`config.mk`:
```
export PLATFORM = sky130hd
export DESIGN_NAME = nand_timing_seq
export DESIGN_NICKNAME = d
export VERILOG_FILES = /design/src/rtl/nts_pkg.sv /design/src/rtl/nts_tick.sv /design/src/rtl/nts_cfg.sv /design/src/rtl/nts_gap.sv /design/src/rtl/nts_fsm.sv /design/src/rtl/nand_timing_seq.sv
export SDC_FILE = /design/constraint.sdc
export NUM_CORES = 1
export LEC_CHECK = 0
export ABC_AREA = 1
export BUFFER_PORTS_ARGS = -buffer_cell sky130_fd_sc_hd__buf_2
export CAP_MARGIN = 20
export CORE_MARGIN = 4
export CORE_UTILIZATION = 57
export CTS_BUF_LIST = sky130_fd_sc_hd__clkbuf_4 sky130_fd_sc_hd__clkbuf_8 sky130_fd_sc_hd__clkbuf_16
export DETAILED_ROUTE_END_ITERATION = 6
export PLACE_DENSITY = 0.82
export SLEW_MARGIN = 10
export SYNTH_ARGS = -nofsm -noshare
export SYNTH_HDL_FRONTEND = slang
export SYNTH_SLANG_ARGS = --single-unit
```
`constraint.sdc`:
```
create_clock -name clk -period 3.51 [get_ports clk]
set_input_delay 0.351 -clock clk [delete_from_list [all_inputs] [get_ports clk]]
set_output_delay 0.351 -clock clk [all_outputs]
set_load 0.005 [all_outputs]
```
`src/rtl/nts_pkg.sv`:
```
package nts_pkg;
  // Field order is the word format a programming side relies on (MSB first).
  typedef struct packed {
    logic [3:0] ce_hold;
    logic [5:0] ce_setup;
    logic [5:0] ce_to_re;
    logic [3:0] turn_half;
    logic [3:0] high_hold;
    logic [3:0] wr_wait;
    logic [3:0] rd_wait;
  } nts_timing_t;

  typedef enum logic [2:0] {
    ST_IDLE, ST_PRE, ST_STRB, ST_POST, ST_HOLD
  } nts_state_e;

  function automatic logic [5:0] nts_max(input logic [5:0] a, input logic [5:0] b);
    return (a > b) ? a : b;
  endfunction
endpackage

```
`src/rtl/nts_tick.sv`:
```
module nts_tick #(
  parameter int DIV = 1
) (
  input  logic clk,
  input  logic rst_n,
  output logic tick
);
  generate
    if (DIV == 2) begin : g_half
      logic phase;
      always_ff @(posedge clk or negedge rst_n) begin
        if (!rst_n) phase <= 1'b0;
        else        phase <= ~phase;
      end
      assign tick = phase;
    end else begin : g_full
      assign tick = 1'b1;
    end
  endgenerate
endmodule

```
`src/rtl/nts_cfg.sv`:
```
module nts_cfg
  import nts_pkg::*;
#(
  parameter logic [31:0] TIMING_RESET = 32'h1080_4211
) (
  input  logic        clk,
  input  logic        rst_n,
  input  logic        load,
  input  logic [31:0] word,
  output nts_timing_t cfg
);
  always_ff @(posedge clk or negedge rst_n) begin
    if (!rst_n)    cfg <= nts_timing_t'(TIMING_RESET);
    else if (load) cfg <= nts_timing_t'(word);
  end
endmodule

```
`src/rtl/nts_gap.sv`:
```
module nts_gap #(
  parameter int GW = 6
) (
  input  logic          clk,
  input  logic          rst_n,
  input  logic          tick,
  input  logic          restart,
  output logic [GW-1:0] gap
);
  localparam logic [GW-1:0] SAT = '1;
  always_ff @(posedge clk or negedge rst_n) begin
    if (!rst_n)                  gap <= SAT;
    else if (restart)            gap <= GW'(1);
    else if (tick && gap != SAT) gap <= gap + GW'(1);
  end
endmodule

```
`src/rtl/nts_fsm.sv`:
```
module nts_fsm
  import nts_pkg::*;
#(
  parameter int DW = 8,
  parameter int GW = 6
) (
  input  logic          clk,
  input  logic          rst_n,
  input  logic          tick,
  input  nts_timing_t   cfg,
  input  logic [GW-1:0] gap,
  input  logic          req_valid,
  input  logic          req_write,
  input  logic [DW-1:0] req_wdata,
  output logic          req_ready,
  output logic          idle,
  output logic          strobe_rise,
  output logic          busy,
  output logic          ce_n,
  output logic          we_n,
  output logic          re_n,
  output logic [DW-1:0] dq_out,
  output logic          dq_oe,
  input  logic [DW-1:0] dq_in,
  output logic          rd_valid,
  output logic [DW-1:0] rd_data
);
  nts_state_e    state;
  logic [5:0]    cnt;
  logic          is_wr, last_wr;
  logic          accept;
  logic [5:0]    turn_need, turn_rem, pre;

  assign idle        = (state == ST_IDLE);
  assign busy        = !idle;
  assign req_ready   = tick && (idle || state == ST_HOLD || (state == ST_POST && cnt == '0));
  assign accept      = req_valid && req_ready;
  assign strobe_rise = tick && state == ST_STRB && cnt == '0;

  assign turn_need = {1'b0, cfg.turn_half, 1'b1};
  assign turn_rem  = (last_wr && turn_need > gap) ? turn_need - gap : 6'd0;

  always_comb begin
    if (idle)
      pre = req_write ? cfg.ce_setup
                      : nts_max(nts_max(cfg.ce_setup, cfg.ce_to_re), turn_rem);
    else
      pre = req_write ? 6'd0 : turn_rem;
  end

  always_ff @(posedge clk or negedge rst_n) begin
    if (!rst_n) begin
      state <= ST_IDLE; cnt <= '0; is_wr <= 1'b0; last_wr <= 1'b0;
      ce_n <= 1'b1; we_n <= 1'b1; re_n <= 1'b1;
      dq_out <= '0; dq_oe <= 1'b0; rd_valid <= 1'b0; rd_data <= '0;
    end else begin
      rd_valid <= 1'b0;
      if (accept) begin
        is_wr <= req_write;
        dq_oe <= req_write;
        ce_n  <= 1'b0;
        if (req_write) dq_out <= req_wdata;
        if (pre == '0) begin
          state <= ST_STRB;
          cnt   <= {2'b0, req_write ? cfg.wr_wait : cfg.rd_wait};
          we_n  <= !req_write;
          re_n  <= req_write;
        end else begin
          state <= ST_PRE;
          cnt   <= pre - 6'd1;
        end
      end else if (tick) begin
        case (state)
          ST_PRE: begin
            if (cnt == '0) begin
              state <= ST_STRB;
              cnt   <= {2'b0, is_wr ? cfg.wr_wait : cfg.rd_wait};
              we_n  <= !is_wr;
              re_n  <= is_wr;
            end else cnt <= cnt - 6'd1;
          end
          ST_STRB: begin
            if (cnt == '0) begin
              we_n    <= 1'b1;
              re_n    <= 1'b1;
              last_wr <= is_wr;
              state   <= ST_POST;
              cnt     <= {2'b0, cfg.high_hold};
              if (!is_wr) begin
                rd_valid <= 1'b1;
                rd_data  <= dq_in;
              end
            end else cnt <= cnt - 6'd1;
          end
          ST_POST: begin
            if (cnt == '0) begin
              if (cfg.ce_hold == '0) begin
                ce_n  <= 1'b1;
                state <= ST_IDLE;
              end else begin
                state <= ST_HOLD;
                cnt   <= {2'b0, cfg.ce_hold} - 6'd1;
              end
            end else cnt <= cnt - 6'd1;
          end
          ST_HOLD: begin
            if (cnt == '0) begin
              ce_n  <= 1'b1;
              state <= ST_IDLE;
            end else cnt <= cnt - 6'd1;
          end
          default: ;
        endcase
      end
    end
  end
endmodule

```
`src/rtl/nand_timing_seq.sv`:
```
module nand_timing_seq
  import nts_pkg::*;
#(
  parameter int          CLK_DIV      = 1,
  parameter int          DATA_W       = 8,
  parameter logic [31:0] TIMING_RESET = 32'h1080_4211
) (
  input  logic              clk,
  input  logic              rst_n,
  input  logic [31:0]       timing_cfg,
  input  logic              req_valid,
  output logic              req_ready,
  input  logic              req_write,
  input  logic [DATA_W-1:0] req_wdata,
  output logic              rd_valid,
  output logic [DATA_W-1:0] rd_data,
  output logic              busy,
  output logic              nand_ce_n,
  output logic              nand_we_n,
  output logic              nand_re_n,
  output logic [DATA_W-1:0] nand_dq_out,
  output logic              nand_dq_oe,
  input  logic [DATA_W-1:0] nand_dq_in
);
  localparam int GAP_W = 6;

  logic             tick, idle, strobe_rise;
  nts_timing_t      cfg;
  logic [GAP_W-1:0] gap;

  nts_tick #(.DIV(CLK_DIV)) u_tick (.clk(clk), .rst_n(rst_n), .tick(tick));

  nts_cfg #(.TIMING_RESET(TIMING_RESET)) u_cfg (
    .clk(clk), .rst_n(rst_n), .load(idle), .word(timing_cfg), .cfg(cfg));

  nts_gap #(.GW(GAP_W)) u_gap (
    .clk(clk), .rst_n(rst_n), .tick(tick), .restart(strobe_rise), .gap(gap));

  nts_fsm #(.DW(DATA_W), .GW(GAP_W)) u_fsm (
    .clk(clk), .rst_n(rst_n), .tick(tick), .cfg(cfg), .gap(gap),
    .req_valid(req_valid), .req_write(req_write), .req_wdata(req_wdata),
    .req_ready(req_ready), .idle(idle), .strobe_rise(strobe_rise), .busy(busy),
    .ce_n(nand_ce_n), .we_n(nand_we_n), .re_n(nand_re_n),
    .dq_out(nand_dq_out), .dq_oe(nand_dq_oe), .dq_in(nand_dq_in),
    .rd_valid(rd_valid), .rd_data(rd_data));
endmodule

```
==> results of run 1 <==
==> worst reg2reg max path, stage by stage (launching register included) <==
cell and delay, ns:
dfstp_2 0.59, inv_2 0.06, ha_4 0.26, nand3b_1 0.10, nand2_1 0.11, nand2_2 0.07
nand2_2 0.09, nand2_4 0.11, nor2_2 0.16, inv_1 0.06, ha_1 0.31, nand2_1 0.08
nand2_1 0.05, nand2_1 0.09, nand3_2 0.11, and2_4 0.16, nand3_1 0.10, nand2_1 0.08
nand2_2 0.10, nand2_4 0.07, inv_4 0.08, ha_4 0.15, xor2_2 0.16, nand3_1 0.09
nand2_1 0.08, inv_1 0.06, a21oi_2 0.11
==> kinds of logic after synthesis <==
family | Yosys count | share of synthesized area
simple gates | 275 | 0.303
mux | 8 | 0.0209
compound gates | 74 | 0.102
flops | 69 | 0.406
xor+xnor | 10 | 0.0204
buf+inv | 90 | 0.0823
fa+ha+maj | 22 | 0.0657
==> path summary, 6_finish.rpt <==
check / slack [ns] / depth (start not counted) / startpoint / end
max: -0.02 / 26 / u_gap.gap[2] / u_fsm.cnt[2]
min: 0.14 / 1 / rst_n / u_cfg.cfg[19]
max reg2reg: -0.02 / 26 / u_gap.gap[2] / u_fsm.cnt[2]
min reg2reg: 0.48 / 2 / u_cfg.cfg[9] / u_cfg.cfg[9]
max in group asynchronous: 2.41 / 2 / rst_n / u_cfg.cfg[0]
min in group clk: 0.20 / 3 / timing_cfg[23] / u_cfg.cfg[23]
==> what timing repair did <==
action	4_1_cts	5_1_grt
pin swaps	0	30
setup buffers	0	10
hold endpoints to repair	0	0
gates resized for setup	5	56
setup endpoints to repair	5	10
==> cell type report <==
cell class	count	area, um2	share of cell area
clock buffer	10	131	0.0245
clock inverter	6	95.1	0.0178
inverter	80	315	0.0589
multi-input combinational	389	2470	0.461
sequential	69	1750	0.326
tap	99	124	0.0231
timing repair buffer	88	475	0.0888
==> synth_stat cells, types with 3 or more instances <==
cell type / count / area share
a211oi_1: 3 / 0.0052
a21oi_1: 13 / 0.015
a21oi_2: 4 / 0.0081
buf_1: 4 / 0.0035
clkbuf_1: 4 / 0.0035
dfrtp_1: 54 / 0.31
dfstp_2: 15 / 0.092
ha_1: 21 / 0.061
inv_1: 70 / 0.061
inv_2: 9 / 0.0079
mux2_2: 8 / 0.021
nand2_1: 180 / 0.16
nand2_4: 6 / 0.016
nand3_1: 22 / 0.026
nand3_2: 6 / 0.014
nand4_1: 4 / 0.0058
nor2_1: 27 / 0.024
nor2_2: 6 / 0.0087
nor2_4: 5 / 0.013
nor3_1: 8 / 0.0093
o21ai_0: 35 / 0.041
o21ai_1: 5 / 0.0058
xor2_1: 9 / 0.018
==> cell usage in the layout, fill, tap and decap left out, types with 6 or more instances in the layout <==
cell type  instances
o21ai_0           35
ha_1              15
nand2_1          165
a21oi_1           11
inv_1             66
nor2_4            13
nor3_1             8
nand3_2            7
nand3_1           18
dfrtp_1           54
nand2_4           11
dfstp_2           15
buf_4             14
nand2_2           11
xor2_1             8
mux2_2             8
clkbuf_8           9
nor2_1            21
inv_2             10
ha_4               6
buf_2             74
==> where the power goes <==
group	switching (mW)	internal [mW]	total, mW
Combinational	0.0313	0.0221	0.0534
Sequential	0	0.795	0.795
Clock	0.339	0.415	0.754
==> registers in the layout, summed over array words and instances, names as in the netlist <==
name and flops:
u_fsm.ce_n 1, u_fsm.re_n 1, u_fsm.rd_valid 1, u_cfg.cfg 32, u_fsm.state 3, u_fsm.dq_oe 1
u_fsm.rd_data 8, u_fsm.we_n 1, u_fsm.last_wr 1, u_fsm.dq_out 8, u_fsm.cnt 6, u_gap.gap 6
==> routing by layer <==
layer	track usage	share of wire	vias up
li1	-	-	1918
met4	0.0950	0.020	0
met5	0	0	-
met3	0.0510	0.078	28
met1	0.316	0.41	1865
met2	0.395	0.49	194
==> per-stage QoR <==
step | power (mW) | utilization
final | 1.60 | 0.734
after global routing | 1.65 | 0.734
after CTS | 1.60 | 0.690
after detailed placement | 0.862 | 0.656
after global placement | 0.860 | 0.656
after floorplan | 0.816 | -
==> summary.md, run 1 <==
| Metric | Value |
|---|---|
| Status | `complete, but fails checks` |
| Failing checks | `negative setup slack` |
| CTS tree | `yes` |
| RSZ-0062 raised after global routing | `true` |
| Via count | `between 4000 and 5000` |
| Num Clock Sinks | `between 60 and 70` |
| Iter 0 DRT Violations | `approximately 350` |
| Routed Antenna Nets | `0` |
| Fraction of layout cells with a size suffix above 1 | `0.333` |
| Rows | `31` |
| Slew Limit Fails | `0` |
| Routed length per instance | `15.4 um` |
| CP max FO | `6` |
| Clock-pin slew on the worst setup and hold paths | `roughly 0.09 ns` |
| Max Clk Rate | `around 0.28 GHz` |
| Placed cell areas | `4780 um2` |
| Initial antenna violation count | `0` |
| Leakage power | `approximately 2.8 nW` |
| Number of port buffers | `74` |
| Dpl cells | `715` |
| Max cap viols | `0` |
| CP top delay family | `simple AND/OR/NAND/NOR gates` |
| Syn Area/Cell | `approximately 7.9 um2` |
| Synthesis-to-layout area growth | `24.4%` |
| Clock root cell | `clkbuf_8` |
| Number of synthesized flops with an enable pin | `0` |
| Largest stage delay, worst path | `between 0.5 and 0.6 ns` |
| Final std cells w/o fill | `~740` |
| DR vias/cell | `~5.4` |
| Total die area | `9000 um2` |
| Yosys reg bits | `just under 70` |
| Worst Path Arrival | `between 3 and 4 ns` |
| Buffer depth of the longest clock path | `2` |
| TritonCTS Buffers | `9` |
| Design area | `around 5400 um2` |
| Syn nets | `just over 600` |
| Crit path launch type | `register` |
| Final Cycle Share | `1.01` |
| Final HPWL DP | `approximately 7600 um` |
| Std-Cell Core Area | `around 7300 um2` |
| Worst hold path class | `input port to async pin` |
| Place WS | `-0.0361 ns` |
| Final wirelength | `around 11000 um` |
| Post-Synthesis Cell Area | `4300 um2` |
| Drc violations | `0` |
| Final setup margin | `-0.0197 ns` |
| First-pass GRT wire length | `~17000 um` |
| Initial cell density of the core | `0.590` |
| Primary FF master, synth | `dfrtp_1` |
| Fill cell count | `about 530` |
| Largest net degree at the start of global routing | `41` |
| CP max-delay cell | `dfstp_2` |
| Pre-antenna DRT Iters | `7` |
| CTS Hold Bufs | `0` |
| Antenna cell count | `0` |
| Syn Inst Count | `approximately 550` |
| GRT Total Usage | `0.242` |
| Chip Width | `between 90 and 100 um` |
| Critical path capture point type | `register` |
| Total gr overflow | `0` |
| Worst skew pair latency | `~0.35 ns` |
| Pwr dens | `299 nW/um2` |
| Worst Hold Slack | `roughly 0.14 ns` |
| I/O pin count | `75` |
| Final hold vios | `0` |
| Syn. warnings | `0` |
| Die H | `around 95 um` |
| Sequential share of the synthesized area | `0.406` |
| Crit path buf inv count | `4` |
| Slew @ Worst Pin | `approximately 0.92 ns` |
| Unique masters post-synth | `47` |
| Worst vdd ir | `around 0.27 mV` |
| Critical path class | `register to register` |
| Setup violations, final | `1` |
| Nets | `between 700 and 800` |
| Max_slew headroom | `0.385` |
| Post-route minimum period | `3.53 ns` |
| CP required | `between 3 and 4 ns` |
| GP Congestion | `between 0.9 and 1` |
| Clock skew | `between 0.015 and 0.02 ns` |
| Vias in the first global route | `a little under 4000` |
| Ys async rst share | `1.00` |
| Most numerous cell on the critical path | `nand2_1` |
| H-Tree Depth | `3` |
| Fin Setup TNS | `-0.0197 ns` |
Power figures use the tool's default switching activity.
==> run 2, diff against run 1 <==
--- a/config.mk
+++ b/config.mk
@@ -5,14 +5,13 @@
 export SDC_FILE = /design/constraint.sdc
 export NUM_CORES = 1
 export LEC_CHECK = 0
-export ABC_AREA = 1
 export BUFFER_PORTS_ARGS = -buffer_cell sky130_fd_sc_hd__buf_2
 export CAP_MARGIN = 20
 export CORE_MARGIN = 4
-export CORE_UTILIZATION = 57
+export CORE_UTILIZATION = 56
 export CTS_BUF_LIST = sky130_fd_sc_hd__clkbuf_4 sky130_fd_sc_hd__clkbuf_8 sky130_fd_sc_hd__clkbuf_16
 export DETAILED_ROUTE_END_ITERATION = 6
-export PLACE_DENSITY = 0.82
+export PLACE_DENSITY = 0.81
 export SLEW_MARGIN = 10
 export SYNTH_ARGS = -nofsm -noshare
 export SYNTH_HDL_FRONTEND = slang
==> summary.md, run 2 <==
| Metric | Value |
|---|---|
| I/O pin count | `75` |
| DR vias/cell | `between 6 and 7` |
| Worst skew pair latency | `between 0.3 and 0.4 ns` |
| Total power | `4.65 mW` |
| Fill cell count | `~440` |
| Std-Cell Core Area | `about 7000 um2` |
| Chip Width | `about 94 um` |
| Switching Fraction | `0.408` |
| GP Congestion | `roughly 0.96` |
| Synth top area share | `0.328` |
| Worst Path Arrival | `~4.6 ns` |
| Most common cell in the netlist | `dfrtp_1` |
| Cell-internal power | `2.75 mW` |
| Synthesis-to-layout area growth | `34.5%` |
| Total gr overflow | `0` |
| Primary FF master, synth | `dfrtp_1` |
| H-Tree Depth | `3` |
| Largest Register | `u_cfg.cfg` |
| Routed Antenna Nets | `0` |
| Setup violations, final | `10` |
| Placed cell areas | `5070 um2` |
| Clock power frac | `0.144` |
| Unique masters post-synth | `between 60 and 70` |
| Rows | `30` |
| Post-Synthesis Cell Area | `4110 um2` |
| Final wirelength | `between 10000 and 15000 um` |
| Final setup margin | `-0.757 ns` |
| Post-synth top cells | `dfrtp_1, mux2_2, nand2_1` |
| Critical path capture point type | `register` |
| Clock skew | `between 0.004 and 0.005 ns` |
| Fraction of layout cells with a size suffix above 1 | `0.494` |
| Final hold vios | `0` |
| Worst vdd ir | `0.534 mV` |
| Largest regs | `u_cfg.cfg: 32 flops, u_fsm.dq_out: 8 flops, u_fsm.rd_data: 8 flops` |
| Yosys reg bits | `between 60 and 70` |
| Syn Area/Cell | `just over 10 um2` |
| Worst hold path class | `input port to async pin` |
| Total die area | `about 9000 um2` |
| Routed length per instance | `18.7 um` |
| Buffer depth of the longest clock path | `2` |
| Initial antenna violation count | `0` |
| Final Cycle Share | `1.22` |
| Antenna cell count | `0` |
| RSZ-0062 raised after global routing | `true` |
| Clock-pin slew on the worst setup and hold paths | `0.09 ns` |
| Commonest non-fill, non-tap cell in the layout | `buf_2` |
| Nets | `about 610` |
| First-pass GRT wire length | `~18000 um` |
| GRT Total Usage | `0.262` |
| Syn. warnings | `0` |
| Combinational power share | `0.554` |
| Largest cells by area after synthesis | `dfrtp_1, mux2_2, dfstp_2, ha_1, o21ai_0` |
| Pwr dens | `roughly 840 nW/um2` |
| Crit path launch type | `register` |
| Largest net degree at the start of global routing | `~50` |
| Ys async rst share | `1.00` |
| TritonCTS Buffers | `9` |
| Largest register FFs | `32` |
| Leakage power | `~2.5 nW` |
| Number of synthesized flops with an enable pin | `0` |
| Sequential Power Share | `0.302` |
| Pre-antenna DRT Iters | `7` |
| Status | `complete, but fails checks` |
| Critical path class | `register to register` |
| Sequential share of the synthesized area | `0.424` |
| Sw power | `around 1.9 mW` |
| Initial cell density of the core | `0.589` |
| Final HPWL DP | `between 7000 and 8000 um` |
| CP required | `between 3 and 4 ns` |
| Die H | `between 90 and 100 um` |
| CTS tree | `yes` |
| Post-route minimum period | `around 4.3 ns` |
| Slew @ Worst Pin | `between 0.9 and 1 ns` |
| Max Clk Rate | `roughly 0.23 GHz` |
| Syn Inst Count | `a little over 400` |
| Num Clock Sinks | `a little under 70` |
| Via count | `around 3800` |
| Place WS | `-0.623 ns` |
| Number of port buffers | `74` |
| Design area | `~5500 um2` |
| CP max FO | `4` |
| Drc violations | `0` |
| Syn nets | `between 400 and 500` |
| Fin util | `0.793` |
| Vias in the first global route | `3823` |
| Clock root cell | `clkbuf_8` |
| Max_slew headroom | `0.348` |
| Max cap viols | `0` |
| Iter 0 DRT Violations | `around 280` |
| Highest-count cells in the layout ignoring fill and taps | `buf_2, buf_4, dfrtp_1` |
| Failing checks | `negative setup slack` |
| Leading area contributor after synthesis | `dfrtp_1` |
| Slew Limit Fails | `0` |
## run 2: cell count changes after synthesis, sizes merged, moves of 6 or more
cell	delta
clkbuf	+10
mux2	+34
inv	-55
a31oi	+6
nor2b	+6
nand3	-18
nor2	-17
nand2	-153
o21ai	-12
mux2i	+10
## run 2: final cells by class
| cell class | count | area [um2] | area share |
|---|---|---|---|
| Multi-Input combinational cell | 293 | 2520 | 0.456 |
| Sequential cell | 69 | 1750 | 0.315 |
| Timing Repair Buffer | 137 | 851 | 0.154 |
| Clock buffer | 9 | 124 | 0.0224 |
| Tap cell | 96 | 120 | 0.0217 |
| Inverter | 25 | 93.8 | 0.0170 |
| Clock inverter | 7 | 76.3 | 0.0138 |
## run 2: path summary, 6_finish.rpt
kind	from	to	slack, ns	depth (start not counted)
setup / recovery	u_cfg.cfg[20]	u_fsm.cnt[1]	-0.76	18
hold / removal	rst_n	u_cfg.cfg[18]	0.12	1
setup reg to reg	u_cfg.cfg[20]	u_fsm.cnt[1]	-0.76	18
hold reg to reg	u_fsm.rd_data[0]	u_fsm.rd_data[0]	0.51	1
max in group asynchronous	rst_n	u_fsm.we_n	2.39	2
min in group clk	timing_cfg[17]	u_cfg.cfg[17]	0.18	3
## run 2: cells by family after synthesis
group | after synthesis | share of synthesized area
and+or+nand+nor | 115 | 0.147
DFF | 69 | 0.424
adders and majority gates | 22 | 0.0687
buffers and inverters | 42 | 0.0408
xor gates and xnor gates | 10 | 0.0213
muxes | 52 | 0.139
AOI/OAI and AO/OA | 94 | 0.159
## run 2: timing repair
item	CTS	global route
pin swaps	2	12
setup endpoints to repair	10	10
hold buffers	0	0
cloned	0	0
setup buffers	0	8
resized for setup	17	19
## run 2: stage by stage
stage	setup TNS (ns)	hold WS, ns	cells
final	-6.17	0.119	636
after global routing	-7.66	0.181	636
after CTS	-4.18	0.162	628
after detailed placement	-5.18	0.490	612
after global placement	-3.89	0.483	612
after floorplan	-4.27	0.0554	404
## run 2: worst max-delay path, cell delays in order (launching register included)
cell,delay [ns]
dfrtp_1,0.38
inv_1,0.07
ha_1,0.33
nand4_1,0.15
o221a_2,0.30
o21ai_0,0.37
o21ai_2,0.16
ha_4,0.30
a21o_1,0.14
nand3_2,0.11
buf_4,0.16
a31oi_4,0.24
nor4_2,0.10
a221oi_4,0.28
nand4_4,0.15
nor4_4,0.31
buf_4,0.17
mux2_4,0.30
o221ai_2,0.18
## run 2: power by group through the flow
stage                     Combinational (mW)  Sequential [mW]  Clock, mW
after floorplan                         1.26             1.37          0
after global placement                  2.03             1.37          0
after detailed placement                2.13             1.39          0
after CTS                               2.23             1.39      0.678
after global routing                    2.78             1.44      0.717
final                                   2.57             1.40      0.671
## run 2: metal layers
metal | track usage | wire (um) | vias up | share of wire
met5 | 0 | 0 | - | 0
met4 | 0.101 | 465 | 0 | 0.039
met3 | 0.0729 | 903 | 43 | 0.076
met2 | 0.438 | 5950 | 198 | 0.50
met1 | 0.322 | 4590 | 1864 | 0.39
li1 | - | - | 1726 | -
